==> src/rtl/xcvr_pkg.sv <==
package xcvr_pkg;

    parameter int unsigned XCVR_W = 18;

    // What a path's storage does at the next clk edge
    typedef enum logic [1:0] {
        MODE_PASS    = 2'd0,
        MODE_HOLD    = 2'd1,
        MODE_CAPTURE = 2'd2
    } path_mode_e;

    // Per-path control bundle
    typedef struct packed {
        logic en_raw;   // drive enable as seen at the pin
        logic pass;     // pass-through control
        logic tick;     // capture strobe
    } path_ctl_t;

    // Convert a pin-level enable to an active-true flag
    function automatic logic en_active(input logic raw, input bit low_true);
        return low_true ? ~raw : raw;
    endfunction

    // Storage action chosen from the pass-through level and strobe rise
    function automatic path_mode_e pick_mode(input logic pass, input logic rise);
        if (pass)
            return MODE_PASS;
        else if (rise)
            return MODE_CAPTURE;
        else
            return MODE_HOLD;
    endfunction

endpackage

==> src/rtl/xcvr_tick_edge.sv <==
module xcvr_tick_edge (
    input  logic clk,
    input  logic rst,
    input  logic tick,
    output logic rise
);
    logic seen_q;

    // Reset to "high" so a strobe already high after reset is not a rise
    always_ff @(posedge clk) begin
        if (rst) seen_q <= 1'b1;
        else     seen_q <= tick;
    end

    assign rise = tick & ~seen_q;


    pulse_chk: assert property (@(posedge clk) disable iff (rst)
        rise |=> !rise);

endmodule

==> src/rtl/xcvr_store.sv <==
module xcvr_store
    import xcvr_pkg::*;
#(
    parameter int unsigned W = XCVR_W
) (
    input  logic         clk,
    input  logic         rst,
    input  logic         pass,
    input  logic         tick,
    input  logic         rise,
    input  logic [W-1:0] src,
    output logic [W-1:0] held
);
    logic [W-1:0] master_q;
    logic [W-1:0] slave_q;
    path_mode_e   mode;

    assign mode = pick_mode(pass, rise);

    always_ff @(posedge clk) begin
        if (rst) begin
            master_q <= '0;
            slave_q  <= '0;
        end else begin
            unique case (mode)
                MODE_PASS: begin
                    master_q <= src;
                    slave_q  <= src;
                end
                MODE_CAPTURE: begin
                    slave_q  <= master_q;
                end
                MODE_HOLD: begin
                    if (!tick) master_q <= src;
                end
                default: begin
                    master_q <= master_q;
                end
            endcase
        end
    end

    assign held = slave_q;


    capture_chk: assert property (@(posedge clk) disable iff (rst)
        (rise && !pass) |=> (slave_q == $past(master_q)));


    slave_keep_chk: assert property (@(posedge clk) disable iff (rst)
        (!pass && !rise) |=> $stable(slave_q));


    rst_clear_chk: assert property (@(posedge clk)
        rst |=> (slave_q == '0 && master_q == '0));

endmodule

==> src/rtl/xcvr_lane.sv <==
module xcvr_lane
    import xcvr_pkg::*;
#(
    parameter int unsigned W        = XCVR_W,
    parameter bit          LOW_TRUE = 1'b0
) (
    input  logic         clk,
    input  logic         rst,
    input  path_ctl_t    ctl,
    input  logic [W-1:0] src,
    output logic [W-1:0] dst,
    output logic [W-1:0] drv
);
    logic         rise;
    logic         en;
    logic [W-1:0] held;
    logic [W-1:0] view;

    xcvr_tick_edge u_edge (
        .clk  (clk),
        .rst  (rst),
        .tick (ctl.tick),
        .rise (rise)
    );

    xcvr_store #(.W(W)) u_store (
        .clk  (clk),
        .rst  (rst),
        .pass (ctl.pass),
        .tick (ctl.tick),
        .rise (rise),
        .src  (src),
        .held (held)
    );

    assign en   = en_active(ctl.en_raw, LOW_TRUE);
    assign view = ctl.pass ? src : held;
    assign dst  = en ? view : '0;
    assign drv  = {W{en}};


    drv_uniform_chk: assert property (@(posedge clk) disable iff (rst)
        (drv == '0) || (drv == '1));


    quiet_chk: assert property (@(posedge clk) disable iff (rst)
        (drv == '0) |-> (dst == '0));


    hold_chk: assert property (@(posedge clk) disable iff (rst)
        (!ctl.pass && $past(!ctl.pass) && !$past(rise) && en && $past(en)
         && !$past(rst)) |-> $stable(dst));

endmodule

==> src/rtl/dual_path_xcvr.sv <==
module dual_path_xcvr
    import xcvr_pkg::*;
#(
    parameter int unsigned W = XCVR_W
) (
    input  logic         clk,
    input  logic         rst,
    input  logic [W-1:0] a_in,
    output logic [W-1:0] a_out,
    output logic [W-1:0] a_drv,
    input  logic [W-1:0] b_in,
    output logic [W-1:0] b_out,
    output logic [W-1:0] b_drv,
    input  logic         ab_en,
    input  logic         ab_pass,
    input  logic         ab_tick,
    input  logic         ba_en_n,
    input  logic         ba_pass,
    input  logic         ba_tick
);
    localparam int unsigned NPATH = 2;   // index 0: A to B, index 1: B to A

    path_ctl_t    ctl_v [NPATH];
    logic [W-1:0] src_v [NPATH];
    logic [W-1:0] dst_v [NPATH];
    logic [W-1:0] drv_v [NPATH];

    assign ctl_v[0] = '{en_raw: ab_en,   pass: ab_pass, tick: ab_tick};
    assign ctl_v[1] = '{en_raw: ba_en_n, pass: ba_pass, tick: ba_tick};
    assign src_v[0] = a_in;
    assign src_v[1] = b_in;

    for (genvar d = 0; d < NPATH; d++) begin : g_path
        xcvr_lane #(
            .W        (W),
            .LOW_TRUE (d == 1)
        ) u_lane (
            .clk (clk),
            .rst (rst),
            .ctl (ctl_v[d]),
            .src (src_v[d]),
            .dst (dst_v[d]),
            .drv (drv_v[d])
        );
    end

    assign b_out = dst_v[0];
    assign b_drv = drv_v[0];
    assign a_out = dst_v[1];
    assign a_drv = drv_v[1];

endmodule

==> config.mk <==
export PLATFORM = sky130hd
export DESIGN_NAME = dual_path_xcvr
export DESIGN_NICKNAME = d
export VERILOG_FILES = /design/src/rtl/xcvr_pkg.sv /design/src/rtl/xcvr_tick_edge.sv /design/src/rtl/xcvr_store.sv /design/src/rtl/xcvr_lane.sv /design/src/rtl/dual_path_xcvr.sv
export SDC_FILE = /design/constraint.sdc
export NUM_CORES = 1
export LEC_CHECK = 0
export ABC_CLOCK_PERIOD_IN_PS = 1500
export BUFFER_PORTS_ARGS = -buffer_cell sky130_fd_sc_hd__buf_4
export CAP_MARGIN = 30
export CORE_MARGIN = 4
export CORE_UTILIZATION = 53
export CTS_BUF_LIST = sky130_fd_sc_hd__clkbuf_16
export DETAILED_ROUTE_END_ITERATION = 10
export PLACE_DENSITY = 0.81
export SYNTH_ARGS = -nofsm -noshare
export SYNTH_HDL_FRONTEND = slang
export SYNTH_HIERARCHICAL = 1
export SYNTH_SLANG_ARGS = --single-unit
==> constraint.sdc <==
create_clock -name clk -period 1.5 [get_ports clk]
set_input_delay 0 -clock clk [delete_from_list [all_inputs] [get_ports clk]]
set_output_delay 0 -clock clk [all_outputs]
set_load 0.005 [all_outputs]
==> flow_metrics.env, run 1 <==
export IMPL_rr_worst_depth=4
export IMPL_use_met3=0.04594
export IMPL_p_per_area_nw_per_um2=935.5
export IMPL_rows=32
export IMPL_core_area_sq_um=7767
export IMPL_wirelength_um=9016
export IMPL_arrival_ps=1460
export IMPL_cts_sink_count=74
export IMPL_crit_family="buffers and inverters"
export IMPL_multiInputGateArea_sq_um=2257
export IMPL_dpl_hpwl_um=5649
export IMPL_ir_drop_mv=0.6241
export IMPL_crit_path_start_kind="input pin"
export IMPL_grt_pass1_wl_um=15280
export IMPL_ys_seq_elements=74
export IMPL_post_cts_resized=0
export IMPL_post_route_util=0.7110
export IMPL_hold_viol_final=0
export IMPL_critPathCaptureType="flop"
export IMPL_reg2reg_setup_slack_ps=330
export IMPL_min_path_type="input pin to flop"
export IMPL_drv_slew=0
export IMPL_place_ws_ps=332.0
export IMPL_fin_crit_ps=1211
export IMPL_cp_required_ps=1750
export IMPL_syn_area_per_cell_sq_um=9.674
export IMPL_clock_latency_ps=320
export IMPL_regArea_sq_um=1481
export IMPL_cts_root_buffer="clkbuf_16"
export IMPL_grt_usage=0.1891
export IMPL_grt_antenna_before_repair=0
export IMPL_path_depth=6
export IMPL_grt_busiest_layer="met2"
export IMPL_numCtsBuffers=9
export IMPL_grt_setup_unrepaired="no"
export IMPL_clock_fmax_ghz=0.8260
export IMPL_place_congestion=0.7302
export IMPL_met1_usage=0.2320
export IMPL_grt_overflow=0
export IMPL_routed_via_density=5.009
export IMPL_syn_nets=484
export IMPL_max_slew_margin=0.7061
export IMPL_setup_tns_ps=0
export IMPL_crit_path_top_delay_cell="dlygate4sd3_1"
export IMPL_first_pass_iters=4
export IMPL_power_leakage_nw=2.356
export IMPL_finalCritPeriodShare=0.8071
export IMPL_finClkSkew_ps=5.337
export IMPL_worstMarginPinSlew_ps=440.4
export IMPL_route_detailed_drc=0
export IMPL_syn_inst=440
export IMPL_die_y_um=97.62
export IMPL_synth_cell_type_count=15
export IMPL_worstSetupEndpoint="g_path[0].u_lane/u_store/master_q[7]$_SDFFE_PP0P_"
export IMPL_use_met2=0.3258
export IMPL_io_pins=116
export IMPL_dieArea_sq_um=9529
export IMPL_hold_ws_ps=67.71
export IMPL_maxCapViolCount=0
export IMPL_nFillCells=577
export IMPL_clock_path_buffers=2
export IMPL_worstSetupPathType="input pin to flop"
export IMPL_regToRegStartpoint="g_path[1].u_lane/u_edge/seen_q$_SDFF_PP1_"
export IMPL_diodes=0
export IMPL_max_stage_delay_ps=530
export IMPL_yosysWarnings=6
export IMPL_final_nets=587
export IMPL_worstPathMaxFanout=18
export IMPL_total_power_mw=5.167
export IMPL_synth_area_sq_um=4257
export IMPL_clk_pin_slew_ps=60
export IMPL_htreeDepth=3
export IMPL_vias=3256
export IMPL_grt_pass1_vias=3299
export IMPL_drt_iter0_markers=72
export IMPL_grt_max_degree=55
export IMPL_outcome="finished clean"
export IMPL_wl_per_cell_um=13.87
export IMPL_final_antenna_net_count=0
export IMPL_start_util=0.5480
export IMPL_cts_tree="built"
export IMPL_critPathBufInv=3
export IMPL_die_x_um=97.62
export IMPL_area_growth_pct=29.75
export IMPL_yosysSeqAreaShare=0.3480
export IMPL_critPathLaunch="ab_tick"
export IMPL_crit_chain="dlygate4sd3_1 -> buf_4 -> nor2b_2 -> o21ba_1 -> buf_12 -> mux2i_1"
export IMPL_timing_rr_end="g_path[1].u_lane/u_store/master_q[8]$_SDFFE_PP0P_"
export IMPL_io_buffers=115
export IMPL_fin_ws_ps=289.4
export IMPL_setup_viol=0
export IMPL_drive_above_1_share=0.2518
## what timing repair did
action / CTS / global route
buffers inserted: 0 / 0
hold buffers: 38 / 0
hold endpoints to repair: 52 / 0
## synthesized netlist by cell type
library cell,number,area (sq um)
mux2i_1,108,1081
dfxtp_1,74,1481
nand2b_1,72,450.4
nor2b_1,56,350.3
a211oi_1,36,270.3
buf_4,36,270.3
nor2_1,18,67.56
clkbuf_1,13,48.80
buf_6,10,112.6
buf_2,8,40.04
buf_12,2,40.04
inv_2,2,7.510
o21ba_1,2,20.02
or2_1,2,12.51
inv_1,1,3.750
## how the worst min path moves through the flow
stage / start / to / slack, ps / depth (start not counted)
final: rst / g_path[0].u_lane/u_store/held[5]$_SDFFE_PP0P_ / 70 / 2
after global routing: rst / g_path[0].u_lane/u_store/held[1]$_SDFFE_PP0P_ / 110 / 2
after CTS: rst / g_path[0].u_lane/u_store/held[6]$_SDFFE_PP0P_ / 70 / 2
after detailed placement: ba_tick / g_path[1].u_lane/u_edge/seen_q$_SDFF_PP1_ / 210 / 2
after global placement: ba_tick / g_path[1].u_lane/u_edge/seen_q$_SDFF_PP1_ / 200 / 2
after floorplan: ab_en / b_drv[0] / 80 / 1
## power breakdown
group | leakage [nW] | switching [mW] | internal, mW | total [mW]
combinational | 1.59 | 0.412 | 0.550 | 0.962
sequential | 0.615 | 0.0735 | 2.11 | 2.18
clock | 0.148 | 0.766 | 1.25 | 2.02
total | 2.36 | 1.25 | 3.91 | 5.17
## registers in the layout, indices dropped and copies added (netlist names)
signal and count:
g_path.u_lane/u_store/held 36, g_path.u_lane/u_edge/seen_q 2, g_path.u_lane/u_store/master_q 36
## area by class of cell
| class | instances | area share |
|---|---|---|
| clock inverters | 7 | 0.009742 |
| multi-input cells | 294 | 0.4087 |
| well taps | 102 | 0.02311 |
| inverters | 3 | 0.002039 |
| flip-flops and latches | 74 | 0.2682 |
| repair buffers | 161 | 0.2474 |
| clock buffers | 9 | 0.04078 |
## stage by stage
stage | instances | cell area (sq um)
after floorplan | 440 | 4257
after global routing | 650 | 5523
after CTS | 650 | 5523
final | 650 | 5523
after detailed placement | 596 | 4863
after global placement | 596 | 4863
## cell families after synthesis
family	synth area share
flops	0.3480
mux	0.2540
compound gates	0.06820
simple gates	0.2069
buf+inv	0.1229
## layer usage
| layer | up-vias | wire, um |
|---|---|---|
| li1 | 1659 | - |
| met1 | 1495 | 4034 |
| met2 | 90 | 4319 |
| met3 | 12 | 550 |
| met4 | 0 | 112 |
| met5 | - | 0 |
## cell usage in the layout, fill, tap and decap left out
| cell type | netlist | routed |
|---|---|---|
| clkinv_2 | 0 | 1 |
| mux2i_1 | 108 | 108 |
| inv_1 | 1 | 4 |
| bufinv_16 | 0 | 1 |
| clkinv_1 | 0 | 2 |
| clkbuf_16 | 0 | 9 |
| nor2b_1 | 56 | 54 |
| dfxtp_1 | 74 | 74 |
| nor2_1 | 18 | 18 |
| buf_12 | 2 | 5 |
| o21ba_1 | 2 | 2 |
| inv_2 | 2 | 2 |
| buf_4 | 36 | 118 |
| a211oi_1 | 36 | 36 |
| nor2b_2 | 0 | 2 |
| or2_1 | 2 | 2 |
| nand2b_1 | 72 | 72 |
| dlygate4sd3_1 | 0 | 38 |
Note: power is estimated with default switching activity, not from simulation.
==> run 2, diff against run 1 <==
Settings changed: ABC_AREA set to 1, ABC_CLOCK_PERIOD_IN_PS 1500 to 1200, CORE_UTILIZATION 53 to 54.
Clock period 1.5 ns to 1.2 ns, I/O delays scaled along.
==> flow_metrics.env, run 2 <==
export IMPL_worstPathMaxFanout=7
export IMPL_arrival_ps=1440
export IMPL_max_stage_delay_ps=340
export IMPL_synth_common_cells="nand2_1, nor2_1, inv_1"
export IMPL_worstMarginPinSlew_ps=483.6
export IMPL_grt_max_degree=50
export IMPL_io_buffers=115
export IMPL_first_pass_iters=5
export IMPL_synthArstFlopShare=0
export IMPL_rows=33
export IMPL_drt_iter0_markers=124
export IMPL_crit_chain="nor2_4 -> buf_4 -> nor2_4 -> clkbuf_16 -> nand2_1 -> nand3_1 -> nand2_1 -> inv_1"
export IMPL_wl_per_cell_um=12.15
export IMPL_worstSetupPathType="flop to flop"
export IMPL_maxCapViolCount=0
export IMPL_place_congestion=0.7753
export IMPL_yosysMostFrequentCell="nand2_1"
export IMPL_routed_via_density=4.854
export IMPL_numCtsBuffers=9
export IMPL_synth_top_flop_cell="dfxtp_1"
export IMPL_die_x_um=101.0
export IMPL_grt_antenna_before_repair=0
export IMPL_outcome="finished clean"
export IMPL_setup_viol=0
export IMPL_total_power_mw=7.060
export IMPL_syn_area_per_cell_sq_um=6.248
export IMPL_max_slew_margin=0.6771
export IMPL_nFillCells=653
export IMPL_final_nets=907
export IMPL_die_y_um=101.0
export IMPL_yosysSeqAreaShare=0.3170
export IMPL_grt_overflow=0
export IMPL_drv_slew=0
export IMPL_cts_root_buffer="clkbuf_16"
export IMPL_fin_crit_ps=1156
export IMPL_final_antenna_net_count=0
export IMPL_grt_pass1_vias=4430
export IMPL_synth_area_sq_um=4673
export IMPL_synth_area_leaders="dfxtp_1, nand2_1, nor2_1"
export IMPL_cts_sink_count=74
export IMPL_sw_frac_of_total=0.2723
export IMPL_power_leakage_nw=3.383
export IMPL_p_seq_frac=0.384
export IMPL_combPwrFrac=0.208
export IMPL_ir_drop_mv=1.046
export IMPL_hold_viol_final=0
export IMPL_dieArea_sq_um=10210
export IMPL_syn_inst=748
export IMPL_reg2reg_setup_slack_ps=40
export IMPL_crit_path_top_delay_cell="dfxtp_2"
export IMPL_route_detailed_drc=0
export IMPL_finalCritPeriodShare=0.9631
export IMPL_synth_cell_type_count=18
export IMPL_final_common_cell="nand2_1"
export IMPL_cts_tree="built"
export IMPL_finClkSkew_ps=6.409
export IMPL_syn_nets=792
export IMPL_p_per_area_nw_per_um2=1162
export IMPL_clk_pin_slew_ps=60
export IMPL_diodes=0
export IMPL_vias=4723
export IMPL_p_clk_frac=0.407
export IMPL_crit_path_start_kind="flop"
export IMPL_clock_fmax_ghz=0.8652
export IMPL_clock_path_buffers=2
export IMPL_critPathCaptureType="flop"
export IMPL_core_area_sq_um=8299
export IMPL_yosysTopAreaCell="dfxtp_1"
export IMPL_rr_worst_depth=8
export IMPL_yosysWarnings=6
export IMPL_holdPathStages=4
export IMPL_clock_latency_ps=330
export IMPL_io_pins=116
export IMPL_p_switching_mw=1.923
export IMPL_min_path_type="input pin to flop"
export IMPL_ys_seq_elements=74
export IMPL_htreeDepth=3
export IMPL_cp_required_ps=1480
export IMPL_start_util=0.5631
export IMPL_dpl_hpwl_um=7128
export IMPL_synth_edf_count=0
export IMPL_final_cell_mix="nand2_1, nor2_1, buf_4, inv_1, nand3_1"
export IMPL_intPower_mw=5.137
export IMPL_grt_pass1_wl_um=18940
export IMPL_grt_usage=0.2231
export IMPL_area_growth_pct=30.01
export IMPL_hold_ws_ps=126.7
export IMPL_wirelength_um=11820
export IMPL_synth_top_area_frac=0.3170
export IMPL_drive_above_1_share=0.2212
==> run 2: cell types whose count changed in the layout (fill, tap and decap cells not counted), sizes merged, moves of 11 or more <==
cell,before,now
nor2,18,155
inv,6,119
nand2,0,220
nand2b,72,0
buf,123,134
mux2i,108,0
nor2b,56,0
a211oi,36,0
nand3,0,108
==> run 2: area by class of cell <==
class                   count  area, sq um  area share
clock buffers               9        225.2     0.03707
multi-input cells         483         2176      0.3581
clock inverters             7        93.84     0.01544
inverters                 121        459.2     0.07558
repair buffers            174         1508      0.2481
well taps                 105        131.4     0.02162
flip-flops and latches     74         1483      0.2440
==> run 2: per-layer routing <==
layer / vias up / track usage / part of all wire
met4: 0 / 0.07771 / 0.021
met5: - / 0 / 0
li1: 2411 / - / -
met2: 155 / 0.4203 / 0.54
met3: 26 / 0.04429 / 0.057
met1: 2131 / 0.2464 / 0.39
==> run 2: timing repair <==
item	CTS	global route
endpoints found under the setup margin	36	51
gates resized for setup	1	6
gates cloned	0	4
pin swaps	0	6
hold buffers	39	0
endpoints found under the hold margin	65	0
setup buffers	0	3
==> run 2: kinds of logic (layout without fill, tap and decap cells) <==
group | count (synthesis) | count (layout) | synth area share
buf+inv | 194 | 311 | 0.2268
flops | 74 | 74 | 0.3170
simple gates | 480 | 483 | 0.4562
==> run 2: power groups by stage <==
stage | combinational [mW] | clock, mW | sequential, mW
detailed placement | 1.31 | 0 | 2.76
global placement | 1.26 | 0 | 2.75
CTS | 1.42 | 2.92 | 2.71
finish | 1.47 | 2.88 | 2.71
floorplan | 0.914 | 0 | 2.74
global route | 1.64 | 3.01 | 2.73
==> run 2: path summary, 6_finish.rpt <==
path / start / endpoint
max reg2reg: g_path[0].u_lane/u_edge/seen_q$_SDFF_PP1_ / g_path[0].u_lane/u_store/held[16]$_SDFFE_PP0P_
min reg2reg: g_path[0].u_lane/u_store/held[10]$_SDFFE_PP0P_ / g_path[0].u_lane/u_store/held[10]$_SDFFE_PP0P_
max: g_path[0].u_lane/u_edge/seen_q$_SDFF_PP1_ / g_path[0].u_lane/u_store/held[16]$_SDFFE_PP0P_
min: ab_pass / g_path[0].u_lane/u_store/master_q[13]$_SDFFE_PP0P_
==> run 2: worst max-delay path, delay by kind of cell, from the launching register on <==
| family | cells | cell delay, ps |
|---|---|---|
| DFF | 1 | 340 |
| buffers and inverters | 3 | 380 |
| and+or+nand+nor | 5 | 390 |
==> run 2: metrics by stage <==
stage | util | setup slack (ps) | cells | TNS [ps] | cell area (sq um)
2_1_floorplan | - | 48.88 | 748 | 0 | 4673
3_3_place_gp | 0.6341 | 7.086 | 911 | 0 | 5263
3_5_place_dp | 0.6341 | -76.57 | 911 | -1149 | 5263
4_1_cts | 0.7202 | 8.778 | 966 | 0 | 5977
5_1_grt | 0.7321 | -17.55 | 973 | -22.00 | 6076
6_report | 0.7321 | 44.23 | 973 | 0 | 6076
==> run 3, diff against run 2 <==
Settings changed: ABC_AREA 1 to not set, CORE_UTILIZATION 54 to 53.
==> flow_metrics.env, run 3 (synthesis results as in run 1) <==
export IMPL_outcome="finished clean"
export IMPL_fin_ws_ps=11.50
export IMPL_grt_max_degree=56
export IMPL_rows=32
export IMPL_grt_pass1_wl_um=15840
export IMPL_clk_pin_slew_ps=60
export IMPL_fin_crit_ps=1188
export IMPL_first_pass_iters=4
export IMPL_grt_antenna_before_repair=0
export IMPL_drv_slew=0
export IMPL_finClkSkew_ps=6.503
export IMPL_dpl_hpwl_um=6049
export IMPL_post_place_cells=599
export IMPL_nFillCells=569
export IMPL_crit_path_top_delay_cell="dfxtp_2"
export IMPL_htreeDepth=3
export IMPL_die_x_um=97.62
export IMPL_p_switching_mw=1.591
export IMPL_area_growth_pct=32.33
export IMPL_intPower_mw=4.921
export IMPL_core_area_sq_um=7767
export IMPL_clock_fmax_ghz=0.8414
export IMPL_maxCapViolCount=0
export IMPL_diodes=0
export IMPL_clock_path_buffers=2
export IMPL_min_path_type="input pin to flop"
export IMPL_p_per_area_nw_per_um2=1156
export IMPL_worstSetupPathType="flop to flop"
export IMPL_max_stage_delay_ps=330
export IMPL_final_antenna_net_count=0
export IMPL_finalCritPeriodShare=0.9904
export IMPL_route_detailed_drc=0
export IMPL_min_from="rst"
export IMPL_regToRegStartpoint="g_path[0].u_lane/u_edge/seen_q$_SDFF_PP1_"
export IMPL_cts_root_buffer="clkbuf_16"
export IMPL_post_route_util=0.7252
export IMPL_finalNonFillerCells=653
export IMPL_cts_sink_count=74
export IMPL_power_leakage_nw=2.387
export IMPL_reg2reg_setup_slack_ps=10
export IMPL_p_seq_frac=0.420
export IMPL_critPathCaptureType="flop"
export IMPL_dieArea_sq_um=9529
export IMPL_worstMarginPinSlew_ps=432.4
export IMPL_place_ws_ps=-27.00
export IMPL_setup_viol=0
export IMPL_worstPathMaxFanout=9
export IMPL_grt_setup_unrepaired="yes"
export IMPL_final_common_cell="buf_4"
export IMPL_ir_drop_mv=0.7218
export IMPL_cp_required_ps=1400
export IMPL_sw_frac_of_total=0.2443
export IMPL_final_nets=592
export IMPL_grt_usage=0.1975
export IMPL_critPathLaunch="g_path[0].u_lane/u_edge/seen_q$_SDFF_PP1_"
export IMPL_hold_viol_final=0
export IMPL_crit_path_start_kind="flop"
export IMPL_drive_above_1_share=0.2740
export IMPL_wl_per_cell_um=14.81
export IMPL_io_pins=116
export IMPL_wirelength_um=9672
export IMPL_place_congestion=0.7146
export IMPL_numCtsBuffers=9
export IMPL_combPwrFrac=0.193
export IMPL_die_y_um=97.62
export IMPL_setup_tns_ps=0
export IMPL_io_buffers=115
export IMPL_grt_overflow=0
export IMPL_clock_latency_ps=330
export IMPL_start_util=0.5480
export IMPL_vias=3367
export IMPL_drt_iter0_markers=69
export IMPL_routed_via_density=5.156
export IMPL_max_slew_margin=0.7114
export IMPL_grt_pass1_vias=3351
export IMPL_p_clk_frac=0.387
export IMPL_cts_tree="built"
export IMPL_crit_chain="nor2b_4 -> buf_12 -> mux2i_2 -> a211oi_2"
export IMPL_final_cell_mix="buf_4, mux2i_1, dfxtp_1, nand2b_1, nor2b_1"
export IMPL_arrival_ps=1380
==> run 3: cell count changes in the layout (fill, tap and decap cells not counted), moves of 4 or more <==
cell / before / now
nand2_1: 218 / 0
nor2b_1: 0 / 54
nor2_4: 7 / 0
nor2_1: 142 / 18
nand3_1: 88 / 0
nand2b_1: 0 / 72
a211oi_1: 0 / 34
nor2_2: 4 / 0
buf_4: 125 / 119
mux2i_1: 0 / 106
nand3_2: 20 / 0
inv_1: 114 / 1
==> run 3: repair_timing <==
action | 4_1_cts | 5_1_grt
endpoints found under the hold margin | 63 | 0
endpoints found under the setup margin | 12 | 21
hold buffers | 38 | 0
gates cloned | 0 | 1
buffers inserted | 0 | 1
resized for setup | 1 | 8
==> run 3: final cells by class <==
class,instances,area [sq um],area share
sequential,74,1483,0.2632
clock buffer,9,225.2,0.03998
inverter,3,11.26,0.001999
timing repair buffer,166,1441,0.2559
tap,102,127.6,0.02266
multi-input combinational,294,2297,0.4078
clock inverter,5,47.55,0.008441
==> run 3: critical path: cells and delay by family (launching register included) <==
family,cells,cell delay (ps)
flip-flops,1,330
buffers and inverters,1,180
multiplexers,1,240
AND/OR/NAND/NOR,1,210
AO/OA/AOI/OAI,1,90
==> run 3: metal layers <==
metal  global-route usage  up-vias  share of wire
met5                    0        -              0
met4              0.07348        0          0.015
met3              0.04164       14          0.056
met2               0.3363      101           0.48
met1               0.2445     1593           0.45
li1                     -     1659              -
==> run 3: metrics by stage <==
step                      cell area [sq um]  hold slack (ps)  power, mW
after floorplan                        4284            80.82      3.515
after global placement                 4911            207.8      3.868
after detailed placement               4911            221.5      3.913
after CTS                              5569            105.0      6.543
after global routing                   5633            116.2      6.801
final                                  5633            106.6      6.512
==> run 3: worst paths after layout <==
check | end | cells past startpoint
max | g_path[0].u_lane/u_store/held[3]$_SDFFE_PP0P_ | 4
min reg2reg | g_path[0].u_lane/u_store/master_q[13]$_SDFFE_PP0P_ | 2
max reg2reg | g_path[0].u_lane/u_store/held[3]$_SDFFE_PP0P_ | 4
min | g_path[0].u_lane/u_store/held[4]$_SDFFE_PP0P_ | 3
==> run 3: power by group through the flow <==
stage	clock network, mW	logic, mW	registers (mW)
6_report	2.52	1.26	2.74
5_1_grt	2.68	1.36	2.76
4_1_cts	2.58	1.24	2.73
3_5_place_dp	0	1.13	2.78
3_3_place_gp	0	1.09	2.77
2_1_floorplan	0	0.763	2.75
